==> config.mk <==
export PLATFORM = sky130hd
export DESIGN_NAME = sd_spi_host
export DESIGN_NICKNAME = d
export VERILOG_FILES = /design/src/rtl/sd_spi_pkg.sv /design/src/rtl/sd_spi_regs.sv /design/src/rtl/sd_spi_clkgen.sv /design/src/rtl/sd_spi_shifter.sv /design/src/rtl/sd_spi_host.sv
export SDC_FILE = /design/constraint.sdc
export NUM_CORES = 1
export LEC_CHECK = 0
export ABC_AREA = 1
export BUFFER_PORTS_ARGS = -buffer_cell sky130_fd_sc_hd__buf_2
export CAP_MARGIN = 15
export CORE_UTILIZATION = 30
export DETAILED_ROUTE_END_ITERATION = 10
export PLACE_DENSITY = 0.51
export SYNTH_ARGS = -nofsm -noshare
export SYNTH_HDL_FRONTEND = slang
export SYNTH_SLANG_ARGS = --single-unit
==> constraint.sdc <==
create_clock -name clk_i -period 6.05 [get_ports clk_i]
set_input_delay 1.21 -clock clk_i [delete_from_list [all_inputs] [get_ports clk_i]]
set_output_delay 1.21 -clock clk_i [all_outputs]
set_load 0.02 [all_outputs]
==> src/rtl/sd_spi_pkg.sv <==
package sd_spi_pkg;
  typedef enum logic [2:0] {
    CMD_IDLE  = 3'd0,
    CMD_WRITE = 3'd1,
    CMD_READ  = 3'd2
  } bus_cmd_e;

  typedef enum logic [1:0] {
    RESP_NONE = 2'd0,
    RESP_DVA  = 2'd1
  } bus_resp_e;

  localparam int unsigned OFS_DATA = 32'h0;
  localparam int unsigned OFS_CSEL = 32'h4;
  localparam int unsigned OFS_STAT = 32'h8;
  localparam int unsigned OFS_DIV  = 32'hC;
  localparam int unsigned BYTE_W   = 8;
endpackage

==> src/rtl/sd_spi_regs.sv <==
module sd_spi_regs
  import sd_spi_pkg::*;
#(
  parameter int unsigned ADDR_W  = 8,
  parameter int unsigned DATA_W  = 32,
  parameter int unsigned DIV_W   = 16,
  parameter int unsigned DIV_RST = 100
) (
  input  logic              clk_i,
  input  logic              rst_ni,
  input  logic [2:0]        bus_cmd_i,
  input  logic [ADDR_W-1:0] bus_addr_i,
  input  logic [DATA_W-1:0] bus_wdata_i,
  output logic [DATA_W-1:0] bus_rdata_o,
  output logic [1:0]        bus_resp_o,
  input  logic              busy_i,
  input  logic [BYTE_W-1:0] rx_byte_i,
  output logic              start_o,
  output logic [BYTE_W-1:0] start_byte_o,
  output logic [DIV_W-1:0]  div_o,
  output logic              cs_o
);
  logic acc_wr, acc_rd;
  logic sel_data, sel_csel, sel_stat, sel_div;
  logic [DATA_W-1:0] rd_val, rdata_q;
  logic [DIV_W-1:0]  div_q;
  logic              cs_q;
  bus_resp_e         resp_q;
  logic              wdata_unused;

  assign acc_wr   = bus_cmd_i == CMD_WRITE;
  assign acc_rd   = bus_cmd_i == CMD_READ;
  assign sel_data = bus_addr_i == ADDR_W'(OFS_DATA);
  assign sel_csel = bus_addr_i == ADDR_W'(OFS_CSEL);
  assign sel_stat = bus_addr_i == ADDR_W'(OFS_STAT);
  assign sel_div  = bus_addr_i == ADDR_W'(OFS_DIV);

  // transmit writes while busy are dropped
  assign start_o      = acc_wr & sel_data & ~busy_i;
  assign start_byte_o = bus_wdata_i[BYTE_W-1:0];
  assign wdata_unused = ^bus_wdata_i[DATA_W-1:DIV_W];

  always_comb begin
    rd_val = '0;
    if (sel_data)      rd_val[BYTE_W-1:0] = rx_byte_i;
    else if (sel_stat) rd_val[0]          = busy_i;
  end

  always_ff @(posedge clk_i or negedge rst_ni) begin
    if (!rst_ni) begin
      cs_q    <= 1'b1;
      div_q   <= DIV_W'(DIV_RST);
      resp_q  <= RESP_NONE;
      rdata_q <= '0;
    end else begin
      if (acc_wr && sel_csel) cs_q  <= bus_wdata_i[0];
      if (acc_wr && sel_div)  div_q <= bus_wdata_i[DIV_W-1:0];
      resp_q  <= (acc_wr || acc_rd) ? RESP_DVA : RESP_NONE;
      rdata_q <= acc_rd ? rd_val : '0;
    end
  end

  assign bus_rdata_o = rdata_q;
  assign bus_resp_o  = resp_q;
  assign div_o       = div_q;
  assign cs_o        = cs_q;

  a_r1_access_acked: assert property (@(posedge clk_i) disable iff (!rst_ni)
    (acc_wr || acc_rd) |=> bus_resp_o == RESP_DVA);
  a_r1_idle_no_resp: assert property (@(posedge clk_i) disable iff (!rst_ni)
    (bus_cmd_i == CMD_IDLE) |=> bus_resp_o == RESP_NONE);
  a_r2_unmapped_zero: assert property (@(posedge clk_i) disable iff (!rst_ni)
    (acc_rd && !sel_data && !sel_stat) |=> bus_rdata_o == '0);
  a_r3_cs_write: assert property (@(posedge clk_i) disable iff (!rst_ni)
    (acc_wr && sel_csel) |=> cs_o == $past(bus_wdata_i[0]));
endmodule

==> src/rtl/sd_spi_clkgen.sv <==
module sd_spi_clkgen #(
  parameter int unsigned DIV_W = 16
) (
  input  logic             clk_i,
  input  logic             rst_ni,
  input  logic             run_i,
  input  logic             load_i,
  input  logic [DIV_W-1:0] div_i,
  output logic             sck_o,
  output logic             fall_o
);
  logic [DIV_W-1:0] cnt_q;
  logic             sck_q;
  logic             reload;

  // divisor 0 behaves like 1
  assign reload = cnt_q <= DIV_W'(1);

  always_ff @(posedge clk_i or negedge rst_ni) begin
    if (!rst_ni) begin
      cnt_q <= '0;
      sck_q <= 1'b0;
    end else if (load_i) begin
      cnt_q <= div_i;
      sck_q <= 1'b0;
    end else if (!run_i) begin
      sck_q <= 1'b0;
    end else if (reload) begin
      cnt_q <= div_i;
      sck_q <= ~sck_q;
    end else begin
      cnt_q <= cnt_q - DIV_W'(1);
    end
  end

  assign sck_o  = sck_q;
  assign fall_o = run_i & sck_q & reload;

  a_r4_toggle_on_reload: assert property (@(posedge clk_i) disable iff (!rst_ni)
    (run_i && !load_i && reload) |=> sck_q != $past(sck_q));
  a_r4_hold_between: assert property (@(posedge clk_i) disable iff (!rst_ni)
    (run_i && !load_i && !reload) |=> $stable(sck_q));
  a_r5_stop_low: assert property (@(posedge clk_i) disable iff (!rst_ni)
    (!run_i && !load_i) |=> !sck_q);
endmodule

==> src/rtl/sd_spi_shifter.sv <==
module sd_spi_shifter
  import sd_spi_pkg::*;
(
  input  logic              clk_i,
  input  logic              rst_ni,
  input  logic              start_i,
  input  logic [BYTE_W-1:0] start_byte_i,
  input  logic              fall_i,
  input  logic              miso_i,
  output logic              busy_o,
  output logic              mosi_o,
  output logic [BYTE_W-1:0] rx_byte_o
);
  localparam int unsigned PTR_W = $clog2(BYTE_W) + 1;

  logic [PTR_W-1:0]  ptr_q;
  logic [BYTE_W-1:0] tx_q, rx_q;
  logic              busy_q;
  logic [PTR_W-2:0]  bit_idx;

  assign bit_idx = (PTR_W-1)'(ptr_q - PTR_W'(1));

  always_ff @(posedge clk_i or negedge rst_ni) begin
    if (!rst_ni) begin
      ptr_q  <= '0;
      tx_q   <= '0;
      rx_q   <= '0;
      busy_q <= 1'b0;
    end else if (start_i) begin
      tx_q   <= start_byte_i;
      rx_q   <= '0;
      ptr_q  <= PTR_W'(BYTE_W);
      busy_q <= 1'b1;
    end else if (busy_q && fall_i) begin
      rx_q[bit_idx] <= miso_i;
      ptr_q         <= ptr_q - PTR_W'(1);
      if (ptr_q == PTR_W'(1)) busy_q <= 1'b0;
    end
  end

  assign mosi_o    = (ptr_q != '0) & tx_q[bit_idx];
  assign busy_o    = busy_q;
  assign rx_byte_o = rx_q;

  a_r6_start_state: assert property (@(posedge clk_i) disable iff (!rst_ni)
    start_i |=> busy_q && rx_q == '0 && ptr_q == PTR_W'(BYTE_W));
  a_r9_ptr_range: assert property (@(posedge clk_i) disable iff (!rst_ni)
    busy_q |-> (ptr_q != '0 && ptr_q <= PTR_W'(BYTE_W)));
  a_r9_last_fall_ends: assert property (@(posedge clk_i) disable iff (!rst_ni)
    (busy_q && fall_i && ptr_q == PTR_W'(1)) |=> !busy_q);
  a_r10_tx_frozen: assert property (@(posedge clk_i) disable iff (!rst_ni)
    busy_q |=> $stable(tx_q));
endmodule

==> src/rtl/sd_spi_host.sv <==
module sd_spi_host
  import sd_spi_pkg::*;
#(
  parameter int unsigned SYS_CLK_HZ  = 80_000_000,
  parameter int unsigned SLOW_SCK_HZ = 400_000,
  parameter int unsigned ADDR_W      = 8,
  parameter int unsigned DATA_W      = 32,
  parameter int unsigned DIV_W       = 16
) (
  input  logic              clk_i,
  input  logic              rst_ni,
  input  logic [2:0]        bus_cmd_i,
  input  logic [ADDR_W-1:0] bus_addr_i,
  input  logic [DATA_W-1:0] bus_wdata_i,
  output logic [DATA_W-1:0] bus_rdata_o,
  output logic [1:0]        bus_resp_o,
  output logic              sck_o,
  output logic              cs_o,
  output logic              mosi_o,
  input  logic              miso_i
);
  localparam int unsigned DIV_RST = (SYS_CLK_HZ + 2*SLOW_SCK_HZ - 1) / (2*SLOW_SCK_HZ);

  logic              start, busy, fall;
  logic [BYTE_W-1:0] start_byte, rx_byte;
  logic [DIV_W-1:0]  div;

  sd_spi_regs #(
    .ADDR_W (ADDR_W),
    .DATA_W (DATA_W),
    .DIV_W  (DIV_W),
    .DIV_RST(DIV_RST)
  ) u_regs (
    .clk_i       (clk_i),
    .rst_ni      (rst_ni),
    .bus_cmd_i   (bus_cmd_i),
    .bus_addr_i  (bus_addr_i),
    .bus_wdata_i (bus_wdata_i),
    .bus_rdata_o (bus_rdata_o),
    .bus_resp_o  (bus_resp_o),
    .busy_i      (busy),
    .rx_byte_i   (rx_byte),
    .start_o     (start),
    .start_byte_o(start_byte),
    .div_o       (div),
    .cs_o        (cs_o)
  );

  sd_spi_clkgen #(.DIV_W(DIV_W)) u_clkgen (
    .clk_i (clk_i),
    .rst_ni(rst_ni),
    .run_i (busy),
    .load_i(start),
    .div_i (div),
    .sck_o (sck_o),
    .fall_o(fall)
  );

  sd_spi_shifter u_shift (
    .clk_i       (clk_i),
    .rst_ni      (rst_ni),
    .start_i     (start),
    .start_byte_i(start_byte),
    .fall_i      (fall),
    .miso_i      (miso_i),
    .busy_o      (busy),
    .mosi_o      (mosi_o),
    .rx_byte_o   (rx_byte)
  );

  a_r5_idle_sck_low: assert property (@(posedge clk_i) disable iff (!rst_ni)
    !busy |-> !sck_o);
  a_r5_idle_mosi_low: assert property (@(posedge clk_i) disable iff (!rst_ni)
    !busy |-> !mosi_o);
  a_r10_no_restart: assert property (@(posedge clk_i) disable iff (!rst_ni)
    (busy && !fall) |=> busy);
endmodule

==> results, run 1 <==
- In this run the worst hold path is classified as register to register.
- The initial antenna violation count is 0.
- The fraction of post-synthesis cell area in the top cell type by area is 0.3922.
- The cell with the largest stage delay on the worst path is sky130_fd_sc_hd__dfrtp_1.
- After synthesis the cells add up to roughly 3800 µm².
- The via count is approximately 3100.
- The data arrival time of the worst path is ~2.5 ns.
- The setup check on the worst reg-to-reg path leaves a slack of around 3.6 ns.
- The number of gates resized after CTS was 0.
- Dividing the detail-routed wire length by the instance count gives approximately 12 µm.
- Registers take 1607 µm².
- Wires add up to roughly 8.4 mm.
- After clock tree synthesis, the flow added hold-fix buffers numbering 0.
- By area the synthesized netlist is led by sky130_fd_sc_hd__dfrtp_1, sky130_fd_sc_hd__nand2_1, sky130_fd_sc_hd__inv_1.
- The overall die area is ~13000 µm².
- The critical path is of the register to output pin type.
- The count of cells along the worst register-to-register path is 10.
- The startpoint type of the worst setup path is a register.
- The final number of hold-violating endpoints is 0.
- The part of the total power dissipated in the clock network is 0.559.
- The relative max-transition margin is 0.4500.
- The hold path endpoint is u_shift.rx_byte_o[6].
- The area of the core is approximately 12000 µm².
- The CTS sink count is 64.
- The internal power consumption is approximately 0.84 mW.
- The final routed DRC violation total is 0.
- At the pin with the least slew margin, the transition time is around 0.82 ns.
- Port buffering added 41 buffers.
- For the final database, setup skew stands at between 0.004 and 0.005 ns.
- The final-layout fill cell count is between 1000 and 1500.
- The distinct cell type count after synthesis is 32.
- Setup repair after global routing left no endpoint under its margin.
- The critical path capture point type is an output pin.
- The final antenna diode count is 0.
- The longest individual stage delay on the worst path is between 0.5 and 0.6 ns.
- The vertical extent of the die is about 110 µm.
- Max-cap violations in this run came to 0.
- The H-tree depth is 3.
- The die width is 115.0 µm.
- Of the total power, the share spent switching nets is 0.2159.
- TritonCTS built the clock tree.
- Relative to the synthesized area, the layout overhead comes to 14.54%.
- The routed design could run at a clock period as short as roughly 3.7 ns.
- The worst-case IR drop observed on VDD is between 0.0001 and 0.00015 V.
- The total power per unit cell area is 245.4 nW/µm².
- For this configuration, the core starts out at a cell density of 0.3135.
- Dividing the detail-routed via count by the number of cells gives roughly 4.3.
- Of the total power, registers draw 0.401.
- The detailed router finished its first iteration with about 190 violations.
- The final max-slew violation count is 0.
- For this run the aggregate overflow at the end of global routing stands at 0.
- Summed over all cells, the static leakage comes to approximately 2.3 nW.
- The number of global-route vias before repair was about 3000.
- The worst min-delay path startpoint is u_shift.rx_byte_o[6].
- The flow ran to the end, and the final reports show no timing, DRC or antenna violations.
- The number of cells on the worst hold path is 2.
- The cell taking the most area after synthesis is sky130_fd_sc_hd__dfrtp_1.
- Summing all multi-input logic gate instances after layout gives roughly 1700 µm².
- The critical path contains buffers and inverters numbering 3 combined.
- In the final design database the tool counted between 600 and 700 nets.
- A synthesized cell averages 7.377 µm².
- The last weighted congestion value of the routability-driven placer is around 0.81.
- Clock latency on the worst-skew pair, taken at its later pin, is 0.33 ns.
- In the finished design, the share of the clock period the worst path needs comes to 0.6069.
- The first global-routing pass estimated roughly 14 mm of wire.
- The pin count of the biggest net entering global routing is between 60 and 70.
- Setup total negative slack on the finished layout was measured at 0 ns.
- The count of buffers added by post-CTS timing repair for setup is 0.
- After technology mapping, the gate count stands at 519.
- Final hold analysis gives a worst-case slack of 0.4718 ns.
- The share of cells above drive strength 1 is 0.1441.
- The total global routing track utilization is 0.1420.
- The total iterations of the first detailed-routing run is 4.
- CTS placed an instance of sky130_fd_sc_hd__clkbuf_16 at the clock tree root.
- After clock tree synthesis, the clock-pin slew on the worst setup and hold paths is 0.06 ns.
- The endpoint identified for the worst register-to-register timing path is u_shift.ptr_q[0].
- Derived from the worst setup path, the maximum achievable clock frequency is around 0.27 GHz.
- The final number of setup-violating endpoints is 0.
- The maximum clock path buffer count is 2.
- The area of all placed cells without fillers is around 4400 µm².
- On the critical path the largest part of the delay comes from buffers and inverters.
- The I/O pin total is 83.
- The share of the Yosys chip area taken by registers is 0.4196.
- The endpoint required time on the critical path is between 4 and 5 ns.
- Of the total power, combinational logic draws 0.040.
- The half-perimeter wire length after detailed placement is just under 6 mm.
- Buffers inserted during clock tree synthesis total 9.
- The register bit total from synthesis is between 60 and 70.
- The placement row count is 40.
- Yosys printed 0 warnings.
- Traced cell by cell, the critical path runs through inv_1 > ha_1 > inv_1 > a21oi_1 > o21a_1 > o21a_1 > buf_2.
- The startpoint identified for the worst register-to-register timing path is u_clkgen.cnt_q[0].
- Of all nets on the critical path, the largest fanout is 12.
- In this run the remaining antenna-violating nets after routing total 0.
- The placed instances occupy a cell area of 4026 µm².
- The switching power of the nets is between 0.2 and 0.25 mW.
worst min-delay path: cells and delay by family, from the launching register on:
family / cells / cell delay, ns
AND/OR/NAND/NOR: 2 / 0.10
flip-flops: 1 / 0.34
registers in the layout, indices dropped and copies added, names as in the netlist:
signal and cells:
u_clkgen.cnt_q 16, u_regs.div_o 16, u_regs.bus_rdata_o 8, u_shift.rx_byte_o 8
u_shift.tx_q 8, u_shift.ptr_q 4, u_clkgen.sck_o 1, u_regs.bus_resp_o 1
u_regs.cs_o 1, u_shift.busy_o 1
cell usage after synthesis (all sizes together):
cell type,count
a21oi,14
buf,37
clkbuf,3
conb,1
dfrtp,60
dfstp,4
ha,4
inv,67
nand2,171
nand3,36
nand3b,6
nand4,1
nor2,55
nor3,7
nor3b,6
o21a,3
o21ai,35
o21bai,4
xnor2,2
xor2,3
power groups by stage:
stage / sequential [mW] / combinational, mW / clock, mW
after global placement: 0.439 / 0.0439 / 0
final: 0.432 / 0.0435 / 0.601
after global routing: 0.431 / 0.0502 / 0.635
after detailed placement: 0.439 / 0.0446 / 0
after CTS: 0.431 / 0.0448 / 0.616
after floorplan: 0.440 / 0.0336 / 0
cell type report:
cell class | count | area share
sequential | 64 | 0.3663
clock buffer | 9 | 0.05136
tap | 168 | 0.04793
inverter | 67 | 0.05735
clock inverter | 7 | 0.02710
multi-input combinational | 372 | 0.3980
timing repair buffer | 43 | 0.05193
layer usage:
metal,GRT usage,up-vias,wire length [µm]
li1,-,1634,-
met1,0.1875,1430,4252
met2,0.2257,69,3757
met3,0.02478,10,267
met4,0.06753,0,143
met5,0,-,0
cells in the final DEF, fill, tap and decap left out, types with 3 or more instances in the layout:
cell	n
sky130_fd_sc_hd__nand2_2	5
sky130_fd_sc_hd__nor3_1	6
sky130_fd_sc_hd__nor3b_1	6
sky130_fd_sc_hd__o21ai_0	26
sky130_fd_sc_hd__conb_1	25
sky130_fd_sc_hd__bufinv_16	3
sky130_fd_sc_hd__dfrtp_1	60
sky130_fd_sc_hd__nand3b_1	6
sky130_fd_sc_hd__nand2_1	166
sky130_fd_sc_hd__nor2_4	5
sky130_fd_sc_hd__nor2_1	48
sky130_fd_sc_hd__clkbuf_16	9
sky130_fd_sc_hd__o21a_1	3
sky130_fd_sc_hd__ha_1	4
sky130_fd_sc_hd__o21bai_1	4
sky130_fd_sc_hd__inv_1	66
sky130_fd_sc_hd__dfstp_2	4
sky130_fd_sc_hd__buf_2	41
sky130_fd_sc_hd__a21oi_1	14
sky130_fd_sc_hd__nand3_1	33
sky130_fd_sc_hd__xor2_1	3
sky130_fd_sc_hd__o21ai_1	8
per-stage QoR:
step	setup WS [ns]	instances	total power [mW]	utilization
floorplan	3.034	543	0.4733	-
global placement	2.772	713	0.4829	0.3297
detailed placement	2.739	713	0.4837	0.3297
CTS	2.389	729	1.092	0.3579
global route	2.169	730	1.117	0.3591
finish	2.378	730	1.076	0.3591
worst max-delay path by stage:
stage	startpoint	to	slack (ns)	cells after the start
2_1_floorplan	u_shift.ptr_q[0]	mosi_o	3.03	9
3_3_place_gp	bus_addr_i[1]	u_shift.rx_byte_o[0]	2.77	10
3_5_place_dp	bus_addr_i[1]	u_shift.rx_byte_o[0]	2.74	10
4_1_cts	u_shift.ptr_q[0]	mosi_o	2.39	7
5_1_grt	u_shift.ptr_q[0]	mosi_o	2.17	7
6_report	u_shift.ptr_q[0]	mosi_o	2.38	7
cells by family (layout without fill, tap and decap cells):
family                     count (synthesis)  after routing  share of synthesized area
AOI/OAI and AO/OA                         56             56                    0.08072
xor gates and xnor gates                   5              5                    0.01144
adders and majority gates                  4              4                    0.01307
buffers and inverters                    107            126                     0.1480
DFF                                       64             64                     0.4196
other                                      1             25                  0.0009795
and+or+nand+nor                          282            282                     0.3261
Power figures use the tool's default switching activity.
==> run 2, diff against run 1 <==
clock period = 3.4 ns   (was 6.05 ns; I/O delays follow)
==> run 2 against run 1 <==
Worst hold slack worse by 0.045 ns. Register-to-register slack lost 2.3 ns. Critical path depth is the same. Sequential power up 78%. Critical endpoint unchanged. Global-route usage is 0.18 points higher. First-iteration DRC count is 9.7% higher. Cell count is 0.27% higher. Die area unchanged. Non-clock buffer count is 2 higher. Clock skew barely moved. Wire length is 1.6% lower.
==> results, run 2 (same netlist as run 1, synthesis figures left out) <==
- The flow ran to the end, and the final reports show no timing, DRC or antenna violations.
- The met1 usage in global routing is 0.1972 (+0.009639).
- The number of global-route vias before repair is 3101 (+3.7%).
- The count of cells along the worst register-to-register path came to 10 (unchanged).
- The number of I/O port buffers is 41 (unchanged).
- The clock edge transition at the registers on the reported setup and hold paths is 0.06 ns (about the same).
- In the layout the commonest cells are sky130_fd_sc_hd__nand2_1, sky130_fd_sc_hd__inv_1, sky130_fd_sc_hd__dfrtp_1.
- The worst path in the final design needs a cycle of 3.008 ns, including I/O delays and setup.
- The fraction of the cycle the final worst path needs is 0.8848.
- The slew at the pin closest to its max-slew limit came to 0.7614 ns (-0.06357 ns).
- The maximum clock path buffer count is 2 (unchanged).
- The maximum net fanout on the critical path was 12 (unchanged).
- The area taken by flip-flops and latches is 1607 µm² (unchanged).
- The initial antenna violation count is 0 (unchanged).
- The maximum ir drop on the vdd rail was 0.0002191 V (+75%).
- The cell with the largest stage delay on the worst path is sky130_fd_sc_hd__dfrtp_1.
- The via count came to 3187 (+1.4%).
- TritonCTS built the clock tree.
- The area of the core came to 12210 µm² (unchanged).
- The final-layout fill cell count is 1323 (+0.46%).
- The post-cts hold buffer count came to 0 (unchanged).
- The final max-slew violation count is 0 (unchanged).
- The final antenna diode count is 0 (unchanged).
- Based on the critical path, the design can be clocked at up to 0.3324 GHz.
- The total global routing track utilization came to 0.1438 (+0.001826).
- The total CTS buffers was 9 (unchanged).
- The combined area of the multi-input logic cells is 1745 µm² (unchanged).
- Traced cell by cell, the critical path runs through inv_1 > ha_1 > inv_1 > a21oi_1 > o21a_1 > o21a_1 > buf_2.
- The switching power of the nets is 0.4072 mW (+75%).
- The longest individual stage delay on the worst path is 0.52 ns (-0.03 ns).
- The total iterations of the first detailed-routing run is 4 (unchanged).
- Setup repair after global routing left no endpoint under its margin.
- The final number of setup-violating endpoints came to 0 (unchanged).
- The part of the total power dissipated in the clock network is 0.544 (-0.015).
- The overall die area came to 13220 µm² (unchanged).
- The share of cells above drive strength 1 is 0.1472 (+0.003035).
- The count of antenna-violating nets left after detailed routing is 0 (unchanged).
- The global-route wire length before repair is 14.93 mm (+3.1%).
- The CTS sink count is 64 (unchanged).
- The pin count of the biggest net entering global routing is 40 (-38%).
- The I/O pin total is 83 (unchanged).
- The worst path buffer plus inverter count is 3 (unchanged).
- The relative max-transition margin came to 0.4924 (+0.04238).
- The die width is 115.0 µm (unchanged).
- The switching part of the total is 0.2193 (+0.003453).
- The count of buffers added by post-CTS timing repair for setup is 0 (unchanged).
- The setup total negative slack is 0 ns (unchanged).
- The library cell used most frequently in the layout, excluding fill and tap cells, is sky130_fd_sc_hd__nand2_1.
- The maximum clock skew at final layout is 0.004817 ns (+0.0004727 ns).
- CTS placed an instance of sky130_fd_sc_hd__clkbuf_16 at the clock tree root.
- The share of power burned in combinational logic is 0.042 (+0.002).
- The area of all placed cells without fillers is 4378 µm² (-0.17%).
- The routed wirelength normalized by instance count is 11.32 µm (-1.9%).
- The final number of hold-violating endpoints is 0 (unchanged).
- The endpoint required time on the critical path is 2.72 ns (-2.12 ns).
- The last weighted congestion value of the routability-driven placer is 0.8557 (+5.5%).
- The internal power consumption is 1.449 mW (+72%).
- The starting density of the core is 0.3135 (unchanged).
- The number of vias per cell was 4.354 (+1.1%).
- The insertion delay of the later-clocked pin in the worst-skew pair is 0.33 ns (about the same).
- The half-perimeter wire length after detailed placement is 6.063 mm (+3.2%).
- The data arrival time of the worst path was 2.33 ns (-0.13 ns).
- The final routed DRC violation total is 0 (unchanged).
- The vertical extent of the die is 115.0 µm (unchanged).
- The met2 global-route usage is 0.2213 (-0.004418).
- In this design, the largest share of critical-path delay is due to buffers and inverters.
- The total routed wirelength is 8.285 mm (-1.6%).
- The startpoint type of the worst setup path is a register.
- The standard cell area after detailed placement is 4049 µm² (+0.56%).
- The area growth from synthesis to layout is 14.35%.
- The number of gates on the worst path with buffers counted is 7 (unchanged).
- The worst setup path is captured at an output pin.
- The global-route track usage on met3 is 0.03268 (+0.007907).
- The layer flagged by global routing as most heavily used is met2.
- The starting DRC count in detailed routing is 204 (+9.7%).
- The H-tree depth is 3 (unchanged).
- The total power per unit cell area was 424.0 nW/µm² (+73%).
- The reg-to-reg setup timing slack came to 1.32 ns (-2.30 ns).
- The worst hold path belongs to the class input pin to asynchronous set/reset pin.
- By startpoint and endpoint, the worst setup path is classified as register to output pin.
- The count of instances resized after the clock tree is built was 0 (unchanged).
- The placement row count came to 40 (unchanged).
- The max-cap check violation count is 0 (unchanged).
- The total congestion overflow after global routing is 0 (unchanged).
- The part of the power in registers is 0.414 (+0.013).
- The layout net count was 609 (+0.33%).
- The leakage component of the power is 2.292 nW (+0.17%).
## run 2: cell count changes in the layout (fill, tap and decap cells not counted), sizes merged
cell      change
clkinvlp      -1
clkbuf        +1
bufinv        -1
clkinv        +1
buf           +2
## run 2: power groups by stage
stage,Sequential (mW),Clock [mW],Combinational [mW]
2_1_floorplan,0.783,0,0.0597
3_3_place_gp,0.781,0,0.0792
3_5_place_dp,0.781,0,0.0801
4_1_cts,0.768,1.04,0.0803
5_1_grt,0.768,1.07,0.0905
6_report,0.768,1.01,0.0783
## run 2: stage by stage
stage | instances | util | total power [mW] | worst slack, ns | hold WS [ns]
5_1_grt | 732 | 0.3585 | 1.931 | 0.1224 | 0.4706
3_3_place_gp | 716 | 0.3316 | 0.8604 | 0.7923 | 0.4514
6_report | 732 | 0.3585 | 1.856 | 0.3917 | 0.4266
4_1_cts | 732 | 0.3585 | 1.889 | 0.3630 | 0.4419
3_5_place_dp | 716 | 0.3316 | 0.8614 | 0.7323 | 0.4534
2_1_floorplan | 543 | - | 0.8423 | 0.9137 | 0.3844
## run 2: layout make-up
type / instances / area share
Clock inverter: 6 / 0.02058
Timing Repair Buffer: 45 / 0.05373
Multi-Input combinational cell: 372 / 0.3987
Inverter: 67 / 0.05744
Tap cell: 168 / 0.04801
Clock buffer: 10 / 0.05459
Sequential cell: 64 / 0.3670
## run 2: routing by layer
layer | vias to the layer above | part of all wire
li1 | 1642 | -
met1 | 1452 | 0.51
met2 | 89 | 0.44
met3 | 4 | 0.041
met4 | 0 | 0.0082
met5 | - | 0
## run 2: final timing paths
check / from / endpoint
setup / recovery: u_shift.ptr_q[0] / mosi_o
hold / removal: rst_ni / u_regs.div_o[14]
setup reg to reg: u_shift.ptr_q[0] / u_shift.rx_byte_o[7]
hold reg to reg: u_shift.rx_byte_o[6] / u_shift.rx_byte_o[6]
max in group asynchronous: rst_ni / u_regs.div_o[2]
min in group clk_i: u_shift.rx_byte_o[6] / u_shift.rx_byte_o[6]
